==> src/rtl/br_pkg.sv <==
package br_pkg;
  typedef struct packed {
    logic decEn;      // count decrements if committed
    logic takeBranch; // select target address
    logic absTarget;  // target is absolute
    logic linkWr;     // link register write
  } brStrobes_t;
endpackage

==> src/rtl/br_control.sv <==
module br_control
  import br_pkg::*;
(
  input  logic       condBit,
  input  logic       condIgnore,
  input  logic       condSense,
  input  logic       cntSkip,
  input  logic       cntZeroSense,
  input  logic       cntTest,
  input  logic       cntInvert,
  input  logic       absAddr,
  input  logic       linkReq,
  input  logic       linkOnTaken,
  input  logic       nzIfDec,
  input  logic       nzIfHold,
  output brStrobes_t strobes
);
  logic condOk;
  logic decCancel;
  logic decEn;
  logic cntNonZero;
  logic cntOk;
  logic takeIt;

  always_comb begin
    condOk     = condIgnore | ~(condBit ^ condSense);
    decCancel  = cntTest & (condOk ^ cntInvert);
    decEn      = ~cntSkip & ~decCancel;
    cntNonZero = decEn ? nzIfDec : nzIfHold;
    cntOk      = cntSkip | (cntNonZero ^ cntZeroSense);
    takeIt     = cntOk & condOk;
    strobes.decEn      = decEn;
    strobes.takeBranch = takeIt;
    strobes.absTarget  = absAddr;
    strobes.linkWr     = linkReq & (~linkOnTaken | takeIt);
  end
endmodule

==> src/rtl/br_datapath.sv <==
module br_datapath
  import br_pkg::*;
#(
  parameter int ADDR_W     = 64,
  parameter int CNT_W      = 64,
  parameter int NARROW_W   = 32,
  parameter int DISP_W     = 14,
  parameter int INSN_BYTES = 8
) (
  input  logic              clk,
  input  logic              rst_n,
  input  logic              valid,
  input  logic              countLoad,
  input  logic [CNT_W-1:0]  countLoadVal,
  input  logic              wide,
  input  logic [DISP_W-1:0] disp,
  input  logic [ADDR_W-1:0] cia,
  input  brStrobes_t        strobes,
  output logic              nzIfDec,
  output logic              nzIfHold,
  output logic [CNT_W-1:0]  countQ,
  output logic [ADDR_W-1:0] nextAddr,
  output logic [ADDR_W-1:0] linkData
);
  localparam int OFF_W = DISP_W + 2;
  localparam int EXT_W = ADDR_W - OFF_W;

  logic [CNT_W-1:0]  countDec;
  logic [CNT_W-1:0]  countNext;
  logic [ADDR_W-1:0] offset;
  logic [ADDR_W-1:0] target;
  logic [ADDR_W-1:0] fallThru;

  assign countDec = countQ - CNT_W'(1);

  generate
    if (NARROW_W < CNT_W) begin : g_narrow
      assign nzIfDec  = wide ? (countDec != '0) : (countDec[NARROW_W-1:0] != '0);
      assign nzIfHold = wide ? (countQ   != '0) : (countQ[NARROW_W-1:0]   != '0);
    end else begin : g_full
      assign nzIfDec  = (countDec != '0);
      assign nzIfHold = (countQ   != '0);
    end
  endgenerate

  always_comb begin
    if (countLoad)                  countNext = countLoadVal;
    else if (valid && strobes.decEn) countNext = countDec;
    else                            countNext = countQ;
  end

  always_ff @(posedge clk or negedge rst_n) begin
    if (!rst_n) countQ <= '0;
    else        countQ <= countNext;
  end

  assign offset   = {{EXT_W{disp[DISP_W-1]}}, disp, 2'b00};
  assign target   = strobes.absTarget ? offset : (cia + offset);
  assign fallThru = cia + ADDR_W'(INSN_BYTES);
  assign nextAddr = strobes.takeBranch ? target : fallThru;
  assign linkData = fallThru;
endmodule

==> src/rtl/branch_resolver.sv <==
module branch_resolver
  import br_pkg::*;
#(
  parameter int ADDR_W     = 64,
  parameter int CNT_W      = 64,
  parameter int NARROW_W   = 32,
  parameter int DISP_W     = 14,
  parameter int INSN_BYTES = 8
) (
  input  logic              clk,
  input  logic              rst_n,
  input  logic              valid,
  input  logic              countLoad,
  input  logic [CNT_W-1:0]  countLoadVal,
  input  logic              condBit,
  input  logic              condIgnore,
  input  logic              condSense,
  input  logic              cntSkip,
  input  logic              cntZeroSense,
  input  logic              cntTest,
  input  logic              cntInvert,
  input  logic              wide,
  input  logic              absAddr,
  input  logic              linkReq,
  input  logic              linkOnTaken,
  input  logic [DISP_W-1:0] disp,
  input  logic [ADDR_W-1:0] cia,
  output logic [CNT_W-1:0]  countQ,
  output logic              taken,
  output logic [ADDR_W-1:0] nextAddr,
  output logic              linkWe,
  output logic [ADDR_W-1:0] linkData
);
  brStrobes_t strobes;
  logic nzIfDec;
  logic nzIfHold;

  br_control u_ctrl (
    .condBit(condBit), .condIgnore(condIgnore), .condSense(condSense),
    .cntSkip(cntSkip), .cntZeroSense(cntZeroSense), .cntTest(cntTest),
    .cntInvert(cntInvert), .absAddr(absAddr), .linkReq(linkReq),
    .linkOnTaken(linkOnTaken), .nzIfDec(nzIfDec), .nzIfHold(nzIfHold),
    .strobes(strobes)
  );

  br_datapath #(
    .ADDR_W(ADDR_W), .CNT_W(CNT_W), .NARROW_W(NARROW_W),
    .DISP_W(DISP_W), .INSN_BYTES(INSN_BYTES)
  ) u_dp (
    .clk(clk), .rst_n(rst_n), .valid(valid), .countLoad(countLoad),
    .countLoadVal(countLoadVal), .wide(wide), .disp(disp), .cia(cia),
    .strobes(strobes), .nzIfDec(nzIfDec), .nzIfHold(nzIfHold),
    .countQ(countQ), .nextAddr(nextAddr), .linkData(linkData)
  );

  assign taken  = strobes.takeBranch;
  assign linkWe = strobes.linkWr;
endmodule

==> config.mk <==
export PLATFORM = sky130hd
export DESIGN_NAME = branch_resolver
export DESIGN_NICKNAME = d
export VERILOG_FILES = /design/src/rtl/br_pkg.sv /design/src/rtl/br_control.sv /design/src/rtl/br_datapath.sv /design/src/rtl/branch_resolver.sv
export SDC_FILE = /design/constraint.sdc
export NUM_CORES = 1
export LEC_CHECK = 0
export CORE_MARGIN = 4
export CORE_UTILIZATION = 40
export CTS_BUF_LIST = sky130_fd_sc_hd__clkbuf_2 sky130_fd_sc_hd__clkbuf_4 sky130_fd_sc_hd__clkbuf_8
export DETAILED_ROUTE_END_ITERATION = 8
export PLACE_DENSITY = 0.79
export SLEW_MARGIN = 20
export SYNTH_ARGS = -nofsm -noshare
export SYNTH_HDL_FRONTEND = slang
export SYNTH_SLANG_ARGS = --single-unit
export TNS_END_PERCENT = 10
==> constraint.sdc <==
create_clock -name clk -period 14.6 [get_ports clk]
set_input_delay 2.19 -clock clk [delete_from_list [all_inputs] [get_ports clk]]
set_output_delay 2.19 -clock clk [all_outputs]
set_load 0.02 [all_outputs]
==> results.json, run 1 <==
{
  "outcome": "finished, final reports clean",
  "clockBufferDepth": 2,
  "dieWidth_um": 165.1,
  "stdcell_area_mm2": 0.01374,
  "syn_area_mm2": 0.009868,
  "rr_worst_depth": 9,
  "slew_violations": 0,
  "largest_reg_flops": 64,
  "max_freq_mhz": 108.7,
  "setup_viol": 0,
  "grt_pass1_vias": 10950,
  "drive_gt1_frac": 0.02844,
  "synth.most_common_cell": "nand2_1",
  "grt_pass1_wl_um": 59450,
  "yosys_warnings": 0,
  "hold_buffers": 0,
  "synthXorXnorAreaFrac": 0.1660,
  "r2r_slack_ps": 10840,
  "top_regs": "u_dp.countQ (64)",
  "startpoint": "condBit",
  "cts-root-buf": "clkbuf_8",
  "dpl.cell_count": 1996,
  "critPathKind": "primary input to output pin",
  "postSynthCellCount": 1379,
  "maxCapViolCount": 0,
  "tns_ps": 0,
  "cts_tree": "done",
  "relSlewSlack": 0.4254,
  "dp_hpwl_um": 31000,
  "htreeDepth": 3,
  "synth-compound-area-share": 0.2529,
  "rr_endpoint": "u_dp.countQ[55]",
  "end_kind": "output pin",
  "yosys-top-cells-count": "160 x nand2_1, 135 x nor2_1, 117 x xnor2_1, 100 x o21ai_0, 80 x a21oi_1",
  "hold_viol": 0,
  "io_buffers": 350,
  "grt_setup_unrepaired": "no",
  "synth_top_family_by_area": "simple AND/OR/NAND/NOR gates",
  "synthMuxAreaShare": 0.01154,
  "ys_async_sr_fraction": 1.000,
  "hold_path.class": "register to register",
  "largest_register": "u_dp.countQ",
  "finalCoreUtilization": 0.5652,
  "drtIter0Drc": 761,
  "cp-start-kind": "primary input",
  "avgSynthCellArea_um2": 7.156,
  "fillers": 2302,
  "tightestPinTransition_ps": 861.9,
  "peakVddDrop_v": 0.00005489,
  "dieArea_mm2": 0.02725,
  "overflow": 0,
  "grt_max_degree": 73,
  "r2r_start": "u_dp.countQ[4]",
  "synth-simple-area-share": 0.2850,
  "ant_nets": 0,
  "pin_count": 351,
  "vias_per_cell": 5.858,
  "synth_top_cell_area_share": 0.1623,
  "syn2layout_area_growth_pct": 39.28,
  "core_mm2": 0.02432,
  "place_congestion": 0.9715,
  "postPlaceCellArea_mm2": 0.01356,
  "remaining_drc_errors": 0,
  "wl_per_cell_um": 19.21,
  "nets": 1905,
  "wl_um": 38700,
  "synth-edff-count": 0,
  "grt_antenna_before_repair": 3,
  "fin_cells": 2014,
  "p_leak_nw": 5.183,
  "fin_skew_ps": 9.722,
  "cts_resized": 0,
  "synth_largest_area_cell": "dfrtp_1",
  "synth.yosys.seq_area_share": 0.1623,
  "cp_data_required_time_ps": 12410,
  "track_usage": 0.2690,
  "ys_types": 72,
  "period_needed_ps": 9196,
  "synth_ff_type": "dfrtp_1",
  "power_density_mw_per_mm2": 65.57,
  "crit_end": "nextAddr[52]",
  "row_count": 57,
  "timing.final.crit_share": 0.6299,
  "clkTransAtPathRegs_ps": 70,
  "finalPower_mw": 0.9013,
  "synthesis.nets": 1601,
  "clock_sinks": 64,
  "worstPathMaxFanout": 60,
  "synth_fa_ha_area_frac": 0.08317,
  "first_pass_iters": 5,
  "start_util": 0.4058,
  "ys_ff_latch": 64,
  "numCtsBuffers": 9,
  "die_y_um": 165.1,
  "vias": 11800,
  "ys_top_cells_by_area": "dfrtp_1 16%, xnor2_1 10%, ha_1 8.1%",
  "insertion_delay_ps": 360,
  "cp_data_arrival_time_ps": 7010,
  "post_cts_buffers": 0
}
-- stage by stage --
step	hold slack (ps)	setup WS, ps
after global placement	593.3	5378
after CTS	619.4	5394
after detailed placement	598.6	5413
after floorplan	695.1	7024
final	618.5	5404
after global routing	645.3	4955
-- worst max-delay path, cell delays in order --
cell and delay (ps):
clkdlybuf4s50_1 410, xnor2_1 150, or3_1 310, a31oi_1 550, nand4_1 180, nor4_1 470, nand4_1 190, nor4b_1 210
a211oi_4 150, buf_4 530, buf_4 630, o2111ai_1 260, o21a_1 170, clkdlybuf4s50_1 540
-- worst min path at each step --
stage | cells after the start | slack (ps) | end | startpoint
5_1_grt | 2 | 650 | u_dp.countQ[39] | u_dp.countQ[39]
3_3_place_gp | 2 | 590 | u_dp.countQ[39] | u_dp.countQ[39]
6_report | 2 | 620 | u_dp.countQ[39] | u_dp.countQ[39]
2_1_floorplan | 2 | 700 | u_dp.countQ[39] | u_dp.countQ[39]
3_5_place_dp | 2 | 600 | u_dp.countQ[39] | u_dp.countQ[39]
4_1_cts | 2 | 620 | u_dp.countQ[39] | u_dp.countQ[39]
-- layout by cell type, fill, tap and decap left out, drive strengths merged, types with 44 or more instances in the layout --
cell / instances
a21oi: 80
clkdlybuf4s50: 346
dfrtp: 64
ha: 64
nand2: 161
nand3: 52
nor2: 136
nor3: 44
o21ai: 105
xnor2: 117
xor2: 70
-- layer usage --
metal | GRT usage | share of wire
met1 | 0.3507 | 0.41
met5 | 0 | 0.00021
met2 | 0.4536 | 0.48
met3 | 0.04890 | 0.085
met4 | 0.08053 | 0.024
-- cell families (layout without fill, tap and decap cells) --
family                     Yosys count  in the layout
other                                0              2
adders and majority gates           65             65
DFF                                 64             64
and+or+nand+nor                    570            570
AOI/OAI and AO/OA                  387            387
muxes                               11             11
xor gates and xnor gates           187            187
buffers and inverters               95            404
-- final cells by class --
cell class              instances  area, um^2  share of cell area
diodes                          2       5.005           0.0003641
clock buffers                  13       160.2             0.01165
clock inverters                 3       17.52            0.001274
inverters                      28       105.1            0.007647
multi-input cells            1220        7889              0.5740
flip-flops and latches         64        1602              0.1165
well taps                     324       405.4             0.02949
repair buffers                360        3561              0.2591
-- power breakdown --
group / switching [mW] / internal (mW) / total [mW]
clock network: 0.0722 / 0.0715 / 0.144
registers: 0.0331 / 0.193 / 0.226
logic: 0.288 / 0.243 / 0.531
total: 0.393 / 0.508 / 0.901
No activity file was read; power rests on OpenSTA's default activity.
==> run 2: changes to the inputs <==
==> constraint.sdc (replaced) <==
create_clock -name clk -period 9.5 [get_ports clk]
set_input_delay 1.425 -clock clk [delete_from_list [all_inputs] [get_ports clk]]
set_output_delay 1.425 -clock clk [all_outputs]
set_load 0.02 [all_outputs]
==> run 2 against run 1 <==
  * Non-clock buffer count shrank 2
  * Via count shrank 1.2%
  * Flip-flop and latch count is the same
  * Design area is essentially flat
  * Critical endpoint is now nextAddr[28]
  * Largest power group unchanged
  * Highest routed layer unchanged
==> results.json, run 2 (synthesized netlist as in run 1, its figures left out) <==
{
  "outcome": "finished, final reports clean",
  "row_count": 57,
  "max_freq_mhz": 130.4,
  "vias_per_cell": 5.798,
  "busiest_layer": "met2",
  "setup_viol": 0,
  "drive_gt1_frac": 0.02788,
  "wl_um": 38580,
  "gr-usage-met3": 0.04567,
  "power_frac_comb": 0.592,
  "cp_data_required_time_ps": 8080,
  "drtIter0Drc": 780,
  "rr_endpoint": "u_dp.countQ[55]",
  "remaining_drc_errors": 0,
  "tightestPinTransition_ps": 937.8,
  "grt_antenna_before_repair": 1,
  "slew_violations": 0,
  "grt_setup_unrepaired": "no",
  "syn2layout_area_growth_pct": 39.30,
  "final_common_cell": "clkdlybuf4s50_1",
  "pin_count": 351,
  "maxCapViolCount": 0,
  "cts-root-buf": "clkbuf_8",
  "clock_sinks": 64,
  "top_regs": "u_dp.countQ (64)",
  "clkTransAtPathRegs_ps": 70,
  "peakVddDrop_v": 0.00009088,
  "first_pass_iters": 5,
  "relSlewSlack": 0.3649,
  "dieWidth_um": 165.1,
  "cp_data_arrival_time_ps": 6250,
  "rr_worst_depth": 9,
  "die_y_um": 165.1,
  "vias": 11660,
  "p_leak_nw": 5.171,
  "dieArea_mm2": 0.02725,
  "track_usage": 0.2706,
  "insertion_delay_ps": 370,
  "hold_path.class": "register to register",
  "stdcell_area_mm2": 0.01375,
  "swShare": 0.4423,
  "end_kind": "output pin",
  "dp_hpwl_um": 31300,
  "finalPower_mw": 1.378,
  "htreeDepth": 3,
  "numCtsBuffers": 9,
  "largest_register": "u_dp.countQ",
  "overflow": 0,
  "cts_tree": "done",
  "post_cts_buffers": 0,
  "period_needed_ps": 7671,
  "grt_max_degree": 108,
  "largest_reg_flops": 64,
  "hold_viol": 0,
  "hp-start": "u_dp.countQ[39]",
  "clkPwrFrac": 0.156,
  "gr-usage-met1": 0.3582,
  "grt_pass1_wl_um": 59810,
  "critPathKind": "register to output pin",
  "place_congestion": 0.9533,
  "postPlaceCellArea_mm2": 0.01356,
  "wl_per_cell_um": 19.19,
  "power_density_mw_per_mm2": 100.2,
  "cts_resized": 0,
  "start_util": 0.4058,
  "hold_buffers": 0,
  "tns_ps": 0,
  "p_int_mw": 0.7683,
  "nets": 1903,
  "ant_nets": 0,
  "most-common-layout-cells": "346 x clkdlybuf4s50_1, 160 x nand2_1, 135 x nor2_1",
  "core_mm2": 0.02432,
  "io_buffers": 350,
  "clockBufferDepth": 2,
  "whs_path_depth": 2,
  "worstPathMaxFanout": 107,
  "holdWs_ps": 606.4,
  "seq_power_share": 0.252,
  "timing.final.crit_share": 0.8075,
  "cp-start-kind": "register",
  "hold_path_end": "u_dp.countQ[39]",
  "grt_pass1_vias": 10990,
  "switchingPower_mw": 0.6093,
  "finalCoreUtilization": 0.5653,
  "fin_skew_ps": 17.97,
  "met2_usage": 0.4493,
  "r2r_slack_ps": 5720,
  "r2r_start": "u_dp.countQ[2]"
}
-- run 2: changes by cell type in the layout (fill, tap and decap cells not counted), sizes merged --
cell      delta
buf          -2
clkbuf       -3
clkinv       +2
clkinvlp     +1
diode        -1
-- run 2: area by class of cell --
type | count | area, um^2
flip-flops and latches | 64 | 1602
repair buffers | 358 | 3558
well taps | 324 | 405.4
diodes | 1 | 2.502
multi-input cells | 1220 | 7896
inverters | 28 | 105.1
clock inverters | 6 | 46.29
clock buffers | 10 | 131.4
fillers | 2271 | 10570
-- run 2: per-layer routing --
| layer | wire [um] | share of wire |
|---|---|---|
| met5 | 13 | 0.00034 |
| met3 | 3135 | 0.081 |
| met1 | 16130 | 0.42 |
| met4 | 1167 | 0.030 |
| met2 | 18140 | 0.47 |
-- run 2: how the worst max path moves through the flow --
stage,from,to,slack [ps],cells past startpoint
floorplan,cia[3],nextAddr[63],3450,11
global placement,cia[2],nextAddr[60],1860,16
detailed placement,cia[2],nextAddr[58],1740,16
CTS,cia[2],nextAddr[58],1740,16
global route,u_dp.countQ[1],nextAddr[28],1530,15
finish,u_dp.countQ[1],nextAddr[28],1830,15
-- run 2: worst max-delay path, cell delays in order (launching register included) --
cell	delay [ps]
dfrtp_1	430
inv_1	100
ha_1	230
nor4b_4	340
nand2_1	270
or3_1	530
or4_1	590
xnor2_1	160
or4_1	540
nor4_2	340
o41ai_1	170
a211oi_4	600
buf_12	470
nand2_1	200
o21ai_1	240
clkdlybuf4s50_1	640
-- run 2: stage by stage --
stage,instances,setup slack (ps)
global placement,1994,1860
detailed placement,1994,1744
finish,2011,1829
global route,2010,1531
floorplan,1379,3454
CTS,2010,1741
-- run 2: power by group through the flow --
stage	sequential, mW	combinational (mW)	clock (mW)
floorplan	0.366	0.437	0
global placement	0.350	0.801	0
detailed placement	0.350	0.807	0
CTS	0.346	0.811	0.220
global route	0.353	0.878	0.232
finish	0.348	0.816	0.214
